File: config.mk
export PLATFORM = sky130hd
export DESIGN_NAME = slave_ratio_detect
export DESIGN_NICKNAME = d
export VERILOG_FILES = /design/src/rtl/srd_pkg.sv /design/src/rtl/srd_sync.sv /design/src/rtl/srd_datapath.sv /design/src/rtl/srd_control.sv /design/src/rtl/slave_ratio_detect.sv
export SDC_FILE = /design/constraint.sdc
export NUM_CORES = 1
export LEC_CHECK = 0
export BUFFER_PORTS_ARGS = -buffer_cell sky130_fd_sc_hd__buf_2
export CAP_MARGIN = 20
export CORE_MARGIN = 3
export CORE_UTILIZATION = 55
export CTS_CLUSTER_SIZE = 20
export DETAILED_ROUTE_END_ITERATION = 10
export PLACE_DENSITY = 0.69
export SYNTH_ARGS = -nofsm -noshare
export SYNTH_HDL_FRONTEND = slang
export SYNTH_SLANG_ARGS = --single-unit
File: constraint.sdc
create_clock -name clk -period 6.5 [get_ports clk]
set_clock_uncertainty 0.15 [all_clocks]
set_input_delay 1.3 -clock clk [delete_from_list [all_inputs] [get_ports clk]]
set_output_delay 1.3 -clock clk [all_outputs]
set_load 0.01 [all_outputs]
File: src/rtl/srd_pkg.sv
package srd_pkg;

  typedef struct packed {
    logic dbl;
    logic hi;
    logic triple;
  } cfg_t;

  typedef struct packed {
    logic valid;
    cfg_t cfg;
  } verdict_t;

  // strobes from control to datapath
  typedef struct packed {
    logic notePrev;  // remember this frame's classification
    logic loadCfg;   // publish this frame's classification
  } strobe_t;

  function automatic logic near(input logic [31:0] x, input logic [31:0] t,
                                input logic [31:0] tol);
    return (x + tol >= t) && (x <= t + tol);
  endfunction

  function automatic verdict_t classify(input logic [31:0] mCnt,
                                        input logic [31:0] bCnt,
                                        input logic [31:0] rCnt,
                                        input logic [31:0] split,
                                        input logic [31:0] tol);
    verdict_t v;
    logic fast;
    fast = rCnt < split;
    v = '0;
    if (near(mCnt, 32'd128, tol)) begin
      v.valid = fast;  v.cfg = '{dbl: 1'b1, hi: 1'b0, triple: 1'b0};
    end else if (near(mCnt, 32'd192, tol)) begin
      v.valid = fast;  v.cfg = '{dbl: 1'b1, hi: 1'b0, triple: 1'b1};
    end else if (near(mCnt, 32'd256, tol)) begin
      v.valid = 1'b1;  v.cfg = '{dbl: fast, hi: fast, triple: 1'b0};
    end else if (near(mCnt, 32'd384, tol)) begin
      v.valid = 1'b1;  v.cfg = '{dbl: fast, hi: fast, triple: 1'b1};
    end else if (near(mCnt, 32'd512, tol)) begin
      v.valid = !fast; v.cfg = '{dbl: 1'b0, hi: 1'b1, triple: 1'b0};
    end else if (near(mCnt, 32'd768, tol)) begin
      v.valid = !fast; v.cfg = '{dbl: 1'b0, hi: 1'b1, triple: 1'b1};
    end
    if (!(near(bCnt, 32'd64, tol) || (near(bCnt, 32'd48, tol) && v.cfg.triple)))
      v.valid = 1'b0;
    return v;
  endfunction

endpackage

File: src/rtl/srd_sync.sv
module srd_sync #(
  parameter int W = 3
) (
  input  logic         clk,
  input  logic         rstN,
  input  logic [W-1:0] asyncIn,
  output logic [W-1:0] cur,
  output logic [W-1:0] prev
);
  for (genvar i = 0; i < W; i++) begin : g_bit
    logic s1, s2, s3;
    always_ff @(posedge clk) begin
      if (!rstN) begin
        s1 <= 1'b0; s2 <= 1'b0; s3 <= 1'b0;
      end else begin
        s1 <= asyncIn[i]; s2 <= s1; s3 <= s2;
      end
    end
    assign cur[i]  = s2;
    assign prev[i] = s3;
  end
endmodule

File: src/rtl/srd_datapath.sv
module srd_datapath
  import srd_pkg::*;
#(
  parameter int MCNT_W      = 11,
  parameter int RCNT_W      = 16,
  parameter int STOP_CYCLES = 256,
  parameter int FS_SPLIT    = 800,
  parameter int TOL         = 2
) (
  input  logic    clk,
  input  logic    rstN,
  input  logic    mclkIn,
  input  logic    bclkIn,
  input  logic    fclkIn,
  input  strobe_t stb,
  output logic    frameDone,
  output logic    measValid,
  output logic    measSame,
  output logic    mclkEdge,
  output logic    clockStopped,
  output cfg_t    cfgOut
);
  localparam int STOP_W = $clog2(STOP_CYCLES);

  logic [2:0] cur, prev;
  srd_sync #(.W(3)) u_sync (
    .clk(clk), .rstN(rstN), .asyncIn({fclkIn, bclkIn, mclkIn}),
    .cur(cur), .prev(prev)
  );

  logic mRise, bRise, fFall;
  assign mRise    = cur[0] & ~prev[0];
  assign bRise    = cur[1] & ~prev[1];
  assign fFall    = ~cur[2] & prev[2];
  assign mclkEdge = cur[0] ^ prev[0];

  logic [MCNT_W-1:0] mCnt, bCnt, measM, measB;
  logic [RCNT_W-1:0] rCnt, measR;
  logic [STOP_W-1:0] stopCnt;
  cfg_t prevCfg;
  verdict_t verdict;

  always_ff @(posedge clk) begin
    if (!rstN) begin
      mCnt <= '0; bCnt <= '0; rCnt <= '0;
      measM <= '0; measB <= '0; measR <= '0;
      frameDone <= 1'b0;
    end else begin
      frameDone <= fFall;
      if (fFall) begin
        measM <= mCnt; measB <= bCnt; measR <= rCnt;
        mCnt <= {{(MCNT_W-1){1'b0}}, mRise};
        bCnt <= {{(MCNT_W-1){1'b0}}, bRise};
        rCnt <= {{(RCNT_W-1){1'b0}}, 1'b1};
      end else begin
        if (mRise && mCnt != '1) mCnt <= mCnt + 1'b1;
        if (bRise && bCnt != '1) bCnt <= bCnt + 1'b1;
        if (rCnt != '1) rCnt <= rCnt + 1'b1;
      end
    end
  end

  always_ff @(posedge clk) begin
    if (!rstN) begin
      stopCnt <= '0; clockStopped <= 1'b0;
    end else if (mclkEdge) begin
      stopCnt <= '0; clockStopped <= 1'b0;
    end else if (stopCnt == STOP_W'(STOP_CYCLES - 1)) begin
      clockStopped <= 1'b1;
    end else begin
      stopCnt <= stopCnt + 1'b1;
    end
  end

  assign verdict   = classify(32'(measM), 32'(measB), 32'(measR),
                              32'(FS_SPLIT), 32'(TOL));
  assign measValid = verdict.valid;
  assign measSame  = (verdict.cfg == prevCfg);

  always_ff @(posedge clk) begin
    if (!rstN) begin
      prevCfg <= '0; cfgOut <= '0;
    end else begin
      if (stb.notePrev) prevCfg <= verdict.cfg;
      if (stb.loadCfg)  cfgOut  <= verdict.cfg;
    end
  end
endmodule

File: src/rtl/srd_control.sv
module srd_control
  import srd_pkg::*;
#(
  parameter int AGREE_FRAMES = 3
) (
  input  logic    clk,
  input  logic    rstN,
  input  logic    frameDone,
  input  logic    measValid,
  input  logic    measSame,
  input  logic    clockStopped,
  output strobe_t stb,
  output logic    locked
);
  localparam int SW = $clog2(AGREE_FRAMES + 1);

  logic          primed;
  logic [SW-1:0] streak, streakNext;

  always_comb begin
    stb = '0;
    streakNext = '0;
    if (measValid) begin
      if (measSame && streak != '0)
        streakNext = (streak == SW'(AGREE_FRAMES)) ? streak : streak + 1'b1;
      else
        streakNext = SW'(1);
    end
    if (frameDone && primed && !clockStopped && measValid) begin
      stb.notePrev = 1'b1;
      stb.loadCfg  = (streakNext == SW'(AGREE_FRAMES));
    end
  end

  always_ff @(posedge clk) begin
    if (!rstN || clockStopped) begin
      primed <= 1'b0; streak <= '0; locked <= 1'b0;
    end else if (frameDone) begin
      primed <= 1'b1;
      if (primed) begin
        streak <= streakNext;
        locked <= (streakNext == SW'(AGREE_FRAMES));
      end
    end
  end
endmodule

File: src/rtl/slave_ratio_detect.sv
module slave_ratio_detect
  import srd_pkg::*;
#(
  parameter int MCNT_W       = 11,
  parameter int RCNT_W       = 16,
  parameter int STOP_CYCLES  = 256,
  parameter int FS_SPLIT     = 800,
  parameter int TOL          = 2,
  parameter int AGREE_FRAMES = 3
) (
  input  logic clk,
  input  logic rstN,
  input  logic mclkIn,
  input  logic bclkIn,
  input  logic fclkIn,
  output logic doubleSpeed,
  output logic divHigh,
  output logic tripleRatio,
  output logic locked,
  output logic clockStopped
);
  strobe_t stb;
  cfg_t    cfgOut;
  logic    frameDone, measValid, measSame, mclkEdge;

  srd_datapath #(
    .MCNT_W(MCNT_W), .RCNT_W(RCNT_W), .STOP_CYCLES(STOP_CYCLES),
    .FS_SPLIT(FS_SPLIT), .TOL(TOL)
  ) u_dp (
    .clk(clk), .rstN(rstN), .mclkIn(mclkIn), .bclkIn(bclkIn), .fclkIn(fclkIn),
    .stb(stb), .frameDone(frameDone), .measValid(measValid), .measSame(measSame),
    .mclkEdge(mclkEdge), .clockStopped(clockStopped), .cfgOut(cfgOut)
  );

  srd_control #(.AGREE_FRAMES(AGREE_FRAMES)) u_ctl (
    .clk(clk), .rstN(rstN), .frameDone(frameDone), .measValid(measValid),
    .measSame(measSame), .clockStopped(clockStopped), .stb(stb), .locked(locked)
  );

  assign doubleSpeed = cfgOut.dbl;
  assign divHigh     = cfgOut.hi;
  assign tripleRatio = cfgOut.triple;
endmodule

==> insert_results.sql, run 1 <==
INSERT INTO impl_metrics (metric_group, metric, value, unit) VALUES
('logic_synthesis', 'ys_async_sr_fraction', '0', ''),
('timing', 'final.period_utilization', '0.448', ''),
('route', 'drt-total-wl', '8.02', 'mm'),
('min_path', 'worstHoldStart', 'u_dp.u_sync.g_bit[2].s1', ''),
('placement', 'numPlacedInstances', '560', ''),
('die', 'design.portCount', '10', ''),
('setup_path', 'startpoint_type', 'flip-flop', ''),
('die', 'rows', '31', ''),
('timing', 'hold_violations', '0', ''),
('power', 'static-leakage-power', '1.70', 'nW'),
('clock_tree', 'htree_num_levels', '3', ''),
('setup_path', 'worst_ep_arrival_time', '3.02', 'ns'),
('timing', 'rsz0062_at_grt', 'false', ''),
('route', 'drt-initial-drc-count', '173', ''),
('min_path', 'holdCritPathClass', 'reg -> reg', ''),
('route', 'dr_drc_count', '0', ''),
('grt', 'grt_first_pass_wirelength', '13.6', 'mm'),
('logic_synthesis', 'post_synth_instance_area', '4360', 'um^2'),
('timing', 'timing.final.crit_period', '2.91', 'ns'),
('logic_synthesis', 'synthesis.yosys.warnings', '0', ''),
('setup_path', 'regToRegEndpoint', 'u_dp.cfgOut[0]', ''),
('clock_tree', 'clkSlewWorstSetupHoldPaths', '0.09', 'ns'),
('route', 'via_per_inst', '5.79', ''),
('clock_tree', 'clock-sinks', '100', ''),
('logic_synthesis', 'synth_cells', '467', ''),
('setup_path', 'cp_cell_sequence', 'nand2_1 > or4_4 > a2111oi_4 > o21bai_2 > a21oi_4 > mux2_4 > and4_1 > o21a_1', ''),
('setup_path', 'crit_required', '6.61', 'ns'),
('die', 'die_area', '9040', 'um^2'),
('setup_path', 'worstSetupEndpointType', 'flip-flop', ''),
('clock_tree', 'cts_hold_repair.buffers', '0', ''),
('route', 'dr_wl_cell', '13.9', 'um'),
('timing', 'maxClockFrequency', '344', 'MHz'),
('cells_and_area', 'area_delta_synth_final', '7.51', '%'),
('clock_tree', 'worst_skew_pair.late_latency', '0.36', 'ns'),
('placement', 'place_congestion', '0.892', ''),
('logic_synthesis', 'synth.ff_latch_count', '100', ''),
('placement', 'detailedPlacementHpwl', '5.53', 'mm'),
('timing', 'finalSetupViolations', '0', ''),
('grt', 'grt_start_max_net_pins', '40', ''),
('cells_and_area', 'layout-drive-gt1-share', '0.100', ''),
('timing', 'relative_max_transition_margin', '0.558', ''),
('route', 'antenna_violating_nets_post_route', '0', ''),
('clock_tree', 'cts.path.max_buffers', '2', ''),
('clock_tree', 'post-cts-setup-buffers', '0', ''),
('timing', 'final-max-slew-violation-count', '0', ''),
('setup_path', 'critPathMaxFanout', '9', ''),
('setup_path', 'worst_path_dominant_cell_family', 'simple AND/OR/NAND/NOR gates', ''),
('clock_tree', 'tritoncts', 'done', ''),
('route', 'vias', '3339', ''),
('setup_path', 'path_depth', '8', ''),
('run_status', 'status', 'complete, no violations', ''),
('timing', 'tns', '0', 'ns'),
('power', 'vdd.ir_drop.worst', '0.170', 'mV'),
('setup_path', 'reg2reg_setup_slack', '3.59', 'ns'),
('logic_synthesis', 'post_synth_edffs', '0', ''),
('grt', 'number_of_global_route_vias_before_repair', '2976', ''),
('placement', 'io_buffers', '9', ''),
('grt', 'grt_antenna_before_repair', '0', ''),
('job', 'maxCapViolCount', '0', ''),
('setup_path', 'reg2reg_depth', '8', ''),
('cells_and_area', 'post_layout_nonfiller_instances', '577', ''),
('logic_synthesis', 'synth.yosys.seq_area_share', '0.459', ''),
('logic_synthesis', 'synth_cell_types', '69', ''),
('setup_path', 'cp-endpoint', 'u_dp.cfgOut[0]', ''),
('cells_and_area', 'insertedDiodeCount', '0', ''),
('die', 'die-width', '95.1', 'um'),
('logic_synthesis', 'synth-main-ff-cell', 'sky130_fd_sc_hd__dfxtp_1', ''),
('setup_path', 'crit_buf_inv', '0', ''),
('grt', 'global_route_total_usage_across_every_layer', '0.189', ''),
('setup_path', 'timing.critical_path.from', 'u_dp.measM[6]', ''),
('cells_and_area', 'layout.cells.most_common', 'sky130_fd_sc_hd__dfxtp_1', '');
[final cells by class]
class	instances	area, um^2	area share
multi-input cells	336	2240	0.477
inverters	14	52.6	0.0112
well taps	99	124	0.0264
clock inverters	5	60.1	0.0128
repair buffers	12	75.1	0.0160
clock buffers	11	141	0.0301
flip-flops and latches	100	2000	0.427
[worst reg2reg max path, cell delays in order (launching register included)]
cell                        delay, ns
sky130_fd_sc_hd__dfxtp_1         0.54
sky130_fd_sc_hd__nand2_1         0.17
sky130_fd_sc_hd__or4_4           0.57
sky130_fd_sc_hd__a2111oi_4       0.36
sky130_fd_sc_hd__o21bai_2        0.12
sky130_fd_sc_hd__a21oi_4         0.21
sky130_fd_sc_hd__mux2_4          0.35
sky130_fd_sc_hd__and4_1          0.19
sky130_fd_sc_hd__o21a_1          0.16
[worst min path at each step]
stage / endpoint / slack, ns / cells past startpoint
after floorplan: u_dp.u_sync.g_bit[0].s2 / 0.26 / 1
after global placement: u_dp.u_sync.g_bit[2].s2 / 0.26 / 1
after detailed placement: u_dp.u_sync.g_bit[0].s2 / 0.27 / 1
after CTS: u_dp.u_sync.g_bit[1].s2 / 0.29 / 1
after global routing: u_dp.u_sync.g_bit[2].s2 / 0.31 / 1
final: u_dp.u_sync.g_bit[2].s2 / 0.29 / 1
[flip-flops by register name, indices dropped and copies added (netlist names)]
register              flops
u_dp.rCnt                16
u_dp.bCnt                11
u_dp.mCnt                11
u_dp.measB               11
u_dp.measM               11
u_dp.measR               11
u_dp.stopCnt              8
u_dp.cfgOut               3
u_dp.prevCfg              3
u_dp.u_sync.g_bit.s1      3
u_dp.u_sync.g_bit.s2      3
u_dp.u_sync.g_bit.s3      3
u_ctl.streak              2
u_ctl.locked              1
u_ctl.primed              1
u_dp.clockStopped         1
u_dp.frameDone            1
[layer usage]
| layer | share of wire | up-vias | track usage |
|---|---|---|---|
| met3 | 0.040 | 8 | 0.0434 |
| met2 | 0.45 | 62 | 0.282 |
| met5 | 0 | - | 0 |
| li1 | - | 1694 | - |
| met1 | 0.50 | 1575 | 0.264 |
| met4 | 0.013 | 0 | 0.0781 |
[through the flow]
stage	hold WS, ns	util	area, um^2	setup slack [ns]	power (mW)
after CTS	0.293	0.625	4680	3.60	1.06
after floorplan	0.262	-	4360	3.89	0.659
after detailed placement	0.271	0.598	4470	3.33	0.666
final	0.289	0.627	4690	3.59	1.05
after global placement	0.265	0.598	4470	3.40	0.665
after global routing	0.314	0.627	4690	3.50	1.09
[logic make-up (layout without fill, tap and decap cells)]
group	count (synthesis)	after routing	share of synthesized area
AND/OR/NAND/NOR	182	182	0.220
AO/OA/AOI/OAI	108	108	0.188
flip-flops	100	100	0.459
buffers and inverters	31	42	0.0293
XOR/XNOR	27	27	0.0542
multiplexers	11	11	0.0264
adder cells (fa/ha/maj)	8	8	0.0229
[cells in the mapped netlist, drive strengths merged, types with 6 or more instances]
master	instances	area, um^2
a21oi	20	111
a22o	29	255
a31oi	6	37.5
and2	13	82.6
clkbuf	14	52.6
dfxtp	100	2000
ha	8	100
inv	14	52.6
mux2i	10	100
nand2	36	135
nand3	21	123
nand4	11	68.8
nor2	49	184
nor3	10	50.1
o21ai	23	115
or3	10	67.6
xnor2	10	87.6
xor2	17	149
[power breakdown]
| group | total [mW] | switching, mW | internal, mW |
|---|---|---|---|
| Clock | 0.395 | 0.205 | 0.190 |
| Combinational | 0.0291 | 0.0190 | 0.0101 |
| Sequential | 0.624 | 0.00509 | 0.619 |
| Total | 1.05 | 0.230 | 0.819 |
(Power assumes the default switching activity.)
==> inputs of run 2 (changes only) <==
- PLACE_DENSITY: 0.69 -> 0.72
- clock period: 6.5 -> 2.3 ns (I/O delays scaled with it)
==> run 2 against run 1 <==
Against the previous run:
- the flow now finishes with violations (negative setup slack)
- sequential share of layout area down 3.7 points
- clock power rose to 2.7 times the previous value
- die area did not move
- critical endpoint unchanged
- cell area grew 10%
- critical path depth rose by 1
- combinational power rose to 3.0 times the previous value
- register-to-register slack worse by 3.9 ns
- fmax increased by 12%
- total power rose to 2.8 times the previous value
==> insert_results.sql, run 2 (synthesis results as in run 1) <==
INSERT INTO impl_metrics (metric_group, metric, value, unit) VALUES
('die', 'design.portCount', '10', ''),
('min_path', 'worstHoldStart', 'mclkIn', ''),
('setup_path', 'critical-path-max-stage-delay', '0.44', 'ns'),
('placement', 'detailedPlacementHpwl', '6.23', 'mm'),
('cells_and_area', 'largest_register_ff_count', '16', ''),
('power', 'switching_share', '0.239', ''),
('clock_tree', 'cts_hold_repair.buffers', '0', ''),
('clock_tree', 'cts_root_buf', 'sky130_fd_sc_hd__clkbuf_8', ''),
('timing', 'timing.final.crit_period', '2.59', 'ns'),
('power', 'static-leakage-power', '1.97', 'nW'),
('cells_and_area', 'register_area', '2020', 'um^2'),
('timing', 'final-max-slew-violation-count', '0', ''),
('cells_and_area', 'layout-drive-gt1-share', '0.227', ''),
('grt', 'grt_antenna_before_repair', '0', ''),
('power', 'power_density', '563', 'nW/um^2'),
('grt', 'global_route_total_usage_across_every_layer', '0.209', ''),
('power', 'power', '2.92', 'mW'),
('route', 'dr_wl_cell', '14.2', 'um'),
('cells_and_area', 'registers.top_by_ff_count', 'u_dp.rCnt', ''),
('cells_and_area', 'multi_input_comb_area', '2350', 'um^2'),
('cells_and_area', 'area_delta_synth_final', '18.7', '%'),
('power', 'switchingPower', '696', 'uW'),
('setup_path', 'critPathMaxFanout', '4', ''),
('grt', 'grt_first_pass_wirelength', '15.0', 'mm'),
('min_path', 'holdPathStages', '2', ''),
('timing', 'maxClockFrequency', '386', 'MHz'),
('timing', 'postLayoutSetupSlackWorst', '-0.292', 'ns'),
('timing', 'relative_max_transition_margin', '0.587', ''),
('clock_tree', 'worst_skew_pair.late_latency', '0.36', 'ns'),
('cells_and_area', 'filler_cell_count', '600', ''),
('setup_path', 'worstSetupEndpointType', 'flip-flop', ''),
('min_path', 'hold-path-endpoint', 'u_dp.u_sync.g_bit[0].s1', ''),
('placement', 'io_buffers', '9', ''),
('clock_tree', 'cts.path.max_buffers', '2', ''),
('timing', 'tns', '-1.89', 'ns'),
('power', 'share_clk_of_total_power', '0.367', ''),
('run_status', 'failed_checks', 'negative setup slack', ''),
('die', 'start_util', '0.583', ''),
('route', 'dr_drc_count', '0', ''),
('clock_tree', 'tritoncts', 'done', ''),
('timing', 'final.period_utilization', '1.13', ''),
('clock_tree', 'clock-sinks', '100', ''),
('cells_and_area', 'insertedDiodeCount', '0', ''),
('route', 'antenna_violating_nets_post_route', '0', ''),
('route', 'drt-initial-drc-count', '154', ''),
('clock_tree', 'htree_num_levels', '3', ''),
('setup_path', 'regToRegEndpoint', 'u_dp.cfgOut[0]', ''),
('grt', 'number_of_global_route_vias_before_repair', '3209', ''),
('timing', 'hold_violations', '0', ''),
('setup_path', 'worst_ep_arrival_time', '2.71', 'ns'),
('setup_path', 'reg2reg_depth', '9', ''),
('route', 'drt-total-wl', '8.87', 'mm'),
('route', 'via_per_inst', '5.64', ''),
('cells_and_area', 'final_net_count', '532', ''),
('setup_path', 'timing_worst_setup_path_type', 'reg -> reg', ''),
('timing', 'worstMarginPinSlew', '0.613', 'ns'),
('power', 'comb_power_share', '0.030', ''),
('setup_path', 'startpoint_type', 'flip-flop', ''),
('setup_path', 'cp_cell_sequence', 'buf_6 > nor4_4 > o2111ai_2 > a2111oi_4 > o21bai_2 > a21oi_4 > mux2_4 > and4_1 > o21a_1', ''),
('power', 'vdd.ir_drop.worst', '0.442', 'mV'),
('die', 'die_height', '95.1', 'um'),
('clock_tree', 'clkSlewWorstSetupHoldPaths', '0.10', 'ns'),
('die', 'die-width', '95.1', 'um'),
('clock_tree', 'cts_buffers', '9', ''),
('setup_path', 'crit_required', '2.42', 'ns'),
('timing', 'rsz0062_at_grt', 'true', ''),
('power', 'power.internal', '2.22', 'mW'),
('cells_and_area', 'final_cell_mix', 'sky130_fd_sc_hd__dfxtp_1, sky130_fd_sc_hd__nor2_1, sky130_fd_sc_hd__buf_4', ''),
('grt', 'globalRoute.totalOverflow', '0', ''),
('run_status', 'status', 'complete, but fails checks', ''),
('die', 'core', '7490', 'um^2'),
('job', 'maxCapViolCount', '0', ''),
('route', 'first_pass_iters', '4', ''),
('min_path', 'holdCritPathClass', 'in -> reg', ''),
('grt', 'grt_start_max_net_pins', '36', ''),
('setup_path', 'reg2reg_setup_slack', '-0.29', 'ns'),
('route', 'vias', '3516', ''),
('placement', 'place_congestion', '0.867', ''),
('die', 'die_area', '9040', 'um^2'),
('cells_and_area', 'layout.cells.most_common', 'sky130_fd_sc_hd__dfxtp_1', ''),
('setup_path', 'regToRegStartpoint', 'u_dp.measM[6]', ''),
('power', 'power.share.sequential', '0.603', ''),
('setup_path', 'slowest_stage', 'sky130_fd_sc_hd__a2111oi_4', ''),
('die', 'rows', '31', ''),
('timing', 'finalSetupViolations', '9', '');
run 2: cell types whose count changed in the layout (fill, tap and decap cells not counted), moves of 3 or more:
cell,change
sky130_fd_sc_hd__buf_4,+43
sky130_fd_sc_hd__dfxtp_1,-7
sky130_fd_sc_hd__dfxtp_4,+4
sky130_fd_sc_hd__buf_6,+3
sky130_fd_sc_hd__dfxtp_2,+3
run 2: final cells by class:
class                   count  share of cell area
flip-flops and latches    100               0.390
repair buffers             58              0.0843
clock inverters             6              0.0101
clock buffers              10              0.0266
multi-input cells         336               0.455
inverters                  14              0.0101
well taps                  99              0.0239
run 2: through the flow:
| step | setup WS, ns | area [um^2] | util | hold WS [ns] | cells |
|---|---|---|---|---|---|
| 2_1_floorplan | -0.247 | 4400 | - | 0.262 | 467 |
| 3_3_place_gp | -0.247 | 4830 | 0.645 | 0.264 | 602 |
| 3_5_place_dp | -0.337 | 4830 | 0.645 | 0.269 | 602 |
| 4_1_cts | -0.294 | 5120 | 0.684 | 0.123 | 622 |
| 5_1_grt | -0.421 | 5180 | 0.692 | 0.130 | 623 |
| 6_report | -0.292 | 5180 | 0.692 | 0.144 | 623 |
run 2: power groups by stage:
stage / clock network, mW / logic [mW] / registers (mW)
after global placement: 0 / 0.0865 / 1.80
after global routing: 1.18 / 0.0997 / 1.76
after floorplan: 0 / 0.0620 / 1.80
after detailed placement: 0 / 0.0884 / 1.80
final: 1.07 / 0.0884 / 1.76
after CTS: 1.11 / 0.0891 / 1.76
run 2: worst max-delay path by stage:
stage	slack (ns)	from	to
after global placement	-0.25	u_dp.measM[1]	u_dp.cfgOut[0]
after floorplan	-0.25	u_dp.measM[6]	u_dp.cfgOut[0]
after detailed placement	-0.34	u_dp.measM[1]	u_dp.cfgOut[0]
final	-0.29	u_dp.measM[6]	u_dp.cfgOut[0]
after CTS	-0.29	u_dp.measM[4]	u_dp.cfgOut[0]
after global routing	-0.42	u_dp.measM[6]	u_dp.cfgOut[0]
run 2: repair_timing:
| item | in CTS | in global routing |
|---|---|---|
| pin swaps | 8 | 7 |
| resized for setup | 16 | 12 |
| endpoints found under the setup margin | 9 | 9 |
| gates cloned | 0 | 0 |
| buffers inserted | 4 | 1 |
run 2: critical path, delay by kind of cell (launching register included):
kind / cells / cell delay (ns)
muxes: 1 / 0.34
buffers and inverters: 1 / 0.12
DFF: 1 / 0.37
and+or+nand+nor: 2 / 0.44
AOI/OAI and AO/OA: 5 / 1.08
run 2: layer usage:
layer	GRT usage	routed length, um	up-vias
met1	0.286	4410	1657
met3	0.0497	245	13
met4	0.0673	129	0
li1	-	-	1800
met5	0	0	-
met2	0.325	4090	46
==> inputs of run 3 (changes only) <==
- SYNTH_HIERARCHICAL: not set -> 1
==> run 3 against run 2 <==
Against the previous run:
- the flow still finishes with violations (negative setup slack)
- combinational power increased by 0.6%
- fmax is 13% lower
- sequential cell count stayed put
- non-clock buffer count decreased by 6
- worst setup slack worse by 0.40 ns
- critical path depth increased by 3
- sequential share of layout area grew 0.74 points
- die area decreased by 0.46%
- critical path type unchanged
==> insert_results.sql, run 3 <==
INSERT INTO impl_metrics (metric_group, metric, value, unit) VALUES
('timing', 'finalSetupViolations', '9', ''),
('route', 'drt-total-wl', '8.59', 'mm'),
('grt', 'globalRoute.totalOverflow', '0', ''),
('placement', 'numPlacedInstances', '606', ''),
('setup_path', 'timing_worst_setup_path_type', 'reg -> reg', ''),
('setup_path', 'reg2reg_setup_slack', '-0.70', 'ns'),
('min_path', 'holdCritPathClass', 'in -> reg', ''),
('timing', 'postLayoutSetupSlackWorst', '-0.696', 'ns'),
('route', 'antenna_violating_nets_post_route', '0', ''),
('min_path', 'worstHoldStart', 'fclkIn', ''),
('grt', 'grt_start_max_net_pins', '28', ''),
('timing', 'relative_max_transition_margin', '0.688', ''),
('job', 'maxCapViolCount', '0', ''),
('clock_tree', 'cts.path.max_buffers', '2', ''),
('placement', 'place_congestion', '0.830', ''),
('setup_path', 'critPathMaxFanout', '4', ''),
('die', 'design.portCount', '10', ''),
('setup_path', 'worst_ep_arrival_time', '3.13', 'ns'),
('power', 'power.share.sequential', '0.604', ''),
('route', 'dr_drc_count', '0', ''),
('timing', 'final-max-slew-violation-count', '0', ''),
('die', 'die_area', '9000', 'um^2'),
('route', 'via_per_inst', '5.64', ''),
('cells_and_area', 'registers.top_by_ff_count', 'u_dp/rCnt', ''),
('die', 'core', '7450', 'um^2'),
('timing', 'worstMarginPinSlew', '0.463', 'ns'),
('clock_tree', 'htree_num_levels', '3', ''),
('clock_tree', 'cts_root_buf', 'sky130_fd_sc_hd__clkbuf_8', ''),
('die', 'start_util', '0.583', ''),
('route', 'dr_wl_cell', '13.8', 'um'),
('cells_and_area', 'final_net_count', '535', ''),
('min_path', 'holdPathStages', '2', ''),
('route', 'drt-initial-drc-count', '130', ''),
('setup_path', 'crit_required', '2.44', 'ns'),
('setup_path', 'critical-path-max-stage-delay', '0.44', 'ns'),
('placement', 'detailedPlacementHpwl', '6.13', 'mm'),
('power', 'static-leakage-power', '1.86', 'nW'),
('setup_path', 'worstSetupEndpointType', 'flip-flop', ''),
('timing', 'rsz0062_at_grt', 'true', ''),
('cells_and_area', 'largest_register_ff_count', '16', ''),
('setup_path', 'startpoint_type', 'flip-flop', ''),
('setup_path', 'slowest_stage', 'sky130_fd_sc_hd__a2111o_1', ''),
('cells_and_area', 'insertedDiodeCount', '0', ''),
('power', 'switching_share', '0.239', ''),
('power', 'power.internal', '2.22', 'mW'),
('setup_path', 'worst_path_dominant_cell_family', 'compound AO/OA/AOI/OAI gates', ''),
('cells_and_area', 'layout-drive-gt1-share', '0.183', ''),
('clock_tree', 'cts_hold_repair.buffers', '0', ''),
('grt', 'grt_antenna_before_repair', '0', ''),
('grt', 'number_of_global_route_vias_before_repair', '3336', ''),
('grt', 'globalRouteMet2Util', '0.351', ''),
('die', 'die-width', '94.8', 'um'),
('power', 'comb_power_share', '0.030', ''),
('route', 'vias', '3511', ''),
('clock_tree', 'tritoncts', 'done', ''),
('cells_and_area', 'final_cell_mix', 'sky130_fd_sc_hd__dfxtp_1, sky130_fd_sc_hd__nor2_1, sky130_fd_sc_hd__buf_4', ''),
('cells_and_area', 'area_delta_synth_final', '16.3', '%'),
('grt', 'global_route_total_usage_across_every_layer', '0.203', ''),
('setup_path', 'crit_buf_inv', '0', ''),
('logic_synthesis', 'synth.net_count', '494', ''),
('grt', 'use_met1', '0.251', ''),
('cells_and_area', 'layout.cells.most_common', 'sky130_fd_sc_hd__dfxtp_1', ''),
('run_status', 'failed_checks', 'negative setup slack', ''),
('timing', 'maxClockFrequency', '334', 'MHz'),
('min_path', 'hold-path-endpoint', 'u_dp/u_sync/g_bit[2].s1', ''),
('grt', 'grt_first_pass_wirelength', '14.7', 'mm'),
('cells_and_area', 'filler_cell_count', '588', ''),
('clock_tree', 'clkSlewWorstSetupHoldPaths', '0.10', 'ns'),
('timing', 'hold_slack', '0.147', 'ns'),
('power', 'switchingPower', '698', 'uW'),
('clock_tree', 'clock-sinks', '100', ''),
('route', 'first_pass_iters', '4', ''),
('power', 'share_clk_of_total_power', '0.366', ''),
('setup_path', 'cp_cell_sequence', 'ha_4 > and4_4 > nand4_4 > a2111o_1 > o311a_1 > a31oi_4 > a21oi_2 > nor3_4 > nand3_2 > nor3_4 > nor2_1 > a211oi_2', ''),
('die', 'die_height', '94.8', 'um'),
('grt', 'grt.busiest_layer', 'met2', ''),
('grt', 'met3_usage', '0.0550', ''),
('timing', 'hold_violations', '0', ''),
('logic_synthesis', 'synthesized_area_divided_by_synthesized_cell_count', '9.08', 'um^2'),
('logic_synthesis', 'synthesis.yosys.warnings', '6', ''),
('clock_tree', 'worst_skew_pair.late_latency', '0.36', 'ns'),
('setup_path', 'regToRegEndpoint', 'u_dp/cfgOut[2]', ''),
('clock_tree', 'cts_buffers', '9', ''),
('setup_path', 'worst_path_most_repeated_cell', 'sky130_fd_sc_hd__nor3_4', ''),
('logic_synthesis', 'synth_cells', '478', ''),
('logic_synthesis', 'post_synth_instance_area', '4340', 'um^2'),
('timing', 'final.period_utilization', '1.30', ''),
('placement', 'pre_cts_ws', '-0.847', 'ns'),
('setup_path', 'regToRegStartpoint', 'u_dp/measM[2]', ''),
('run_status', 'status', 'complete, but fails checks', ''),
('die', 'rows', '31', ''),
('timing', 'timing.final.crit_period', '3.00', 'ns'),
('cells_and_area', 'final_cell_area', '5050', 'um^2'),
('power', 'power_density', '579', 'nW/um^2'),
('power', 'vdd.ir_drop.worst', '0.562', 'mV'),
('placement', 'io_buffers', '9', ''),
('placement', 'placed_area', '4760', 'um^2'),
('cells_and_area', 'post_layout_nonfiller_instances', '623', ''),
('setup_path', 'reg2reg_depth', '12', '');
-- run 3: layer usage --
| metal | share of wire | vias to the layer above |
|---|---|---|
| met4 | 0.0079 | 0 |
| met1 | 0.47 | 1662 |
| met2 | 0.50 | 47 |
| li1 | - | 1796 |
| met5 | 0 | - |
| met3 | 0.025 | 6 |
-- run 3: metrics by stage --
stage / TNS, ns / total power, mW / utilization
2_1_floorplan: -4.80 / 1.86 / -
3_3_place_gp: -4.80 / 1.89 / 0.640
3_5_place_dp: -5.99 / 1.89 / 0.640
4_1_cts: -5.96 / 2.96 / 0.672
5_1_grt: -6.51 / 3.05 / 0.678
6_report: -5.23 / 2.92 / 0.678
-- run 3: final cells by class --
| class | count | area [um^2] | share of cell area |
|---|---|---|---|
| sequential | 100 | 2010 | 0.398 |
| timing repair buffer | 52 | 380 | 0.0754 |
| clock inverter | 6 | 56.3 | 0.0112 |
| inverter | 18 | 67.6 | 0.0134 |
| tap | 99 | 124 | 0.0245 |
| multi-input combinational | 338 | 2270 | 0.451 |
| clock buffer | 10 | 138 | 0.0273 |
-- run 3: worst max-delay path by stage --
stage | slack, ns | end | cells past startpoint | start
after detailed placement | -0.85 | u_dp/cfgOut[2] | 12 | u_dp/measM[1]
after global routing | -0.86 | u_dp/cfgOut[2] | 12 | u_dp/measM[2]
after floorplan | -0.69 | u_dp/cfgOut[0] | 13 | u_dp/measM[1]
final | -0.70 | u_dp/cfgOut[2] | 12 | u_dp/measM[2]
after CTS | -0.78 | u_dp/cfgOut[2] | 12 | u_dp/measM[2]
after global placement | -0.65 | u_dp/cfgOut[0] | 12 | u_dp/measM[1]
-- run 3: worst register-to-register path, cell delays in order (launching register included) --
cell and delay, ns:
sky130_fd_sc_hd__dfxtp_2 0.37, sky130_fd_sc_hd__ha_4 0.14, sky130_fd_sc_hd__and4_4 0.25, sky130_fd_sc_hd__nand4_4 0.10
sky130_fd_sc_hd__a2111o_1 0.44, sky130_fd_sc_hd__o311a_1 0.33, sky130_fd_sc_hd__a31oi_4 0.20, sky130_fd_sc_hd__a21oi_2 0.10
sky130_fd_sc_hd__nor3_4 0.18, sky130_fd_sc_hd__nand3_2 0.14, sky130_fd_sc_hd__nor3_4 0.25, sky130_fd_sc_hd__nor2_1 0.08
sky130_fd_sc_hd__a211oi_2 0.20
-- run 3: power groups by stage --
| stage | registers (mW) | clock network [mW] | logic, mW |
|---|---|---|---|
| 3_5_place_dp | 1.80 | 0 | 0.0889 |
| 3_3_place_gp | 1.80 | 0 | 0.0850 |
| 6_report | 1.76 | 1.07 | 0.0889 |
| 2_1_floorplan | 1.80 | 0 | 0.0636 |
| 4_1_cts | 1.76 | 1.11 | 0.0897 |
| 5_1_grt | 1.77 | 1.19 | 0.100 |
-- run 3: what timing repair did --
item                                    CTS  global route
setup buffers                             1             0
gates resized for setup                   8             9
endpoints found under the hold margin     0             0
endpoints found under the setup margin    9            19
pin swaps                                10             4
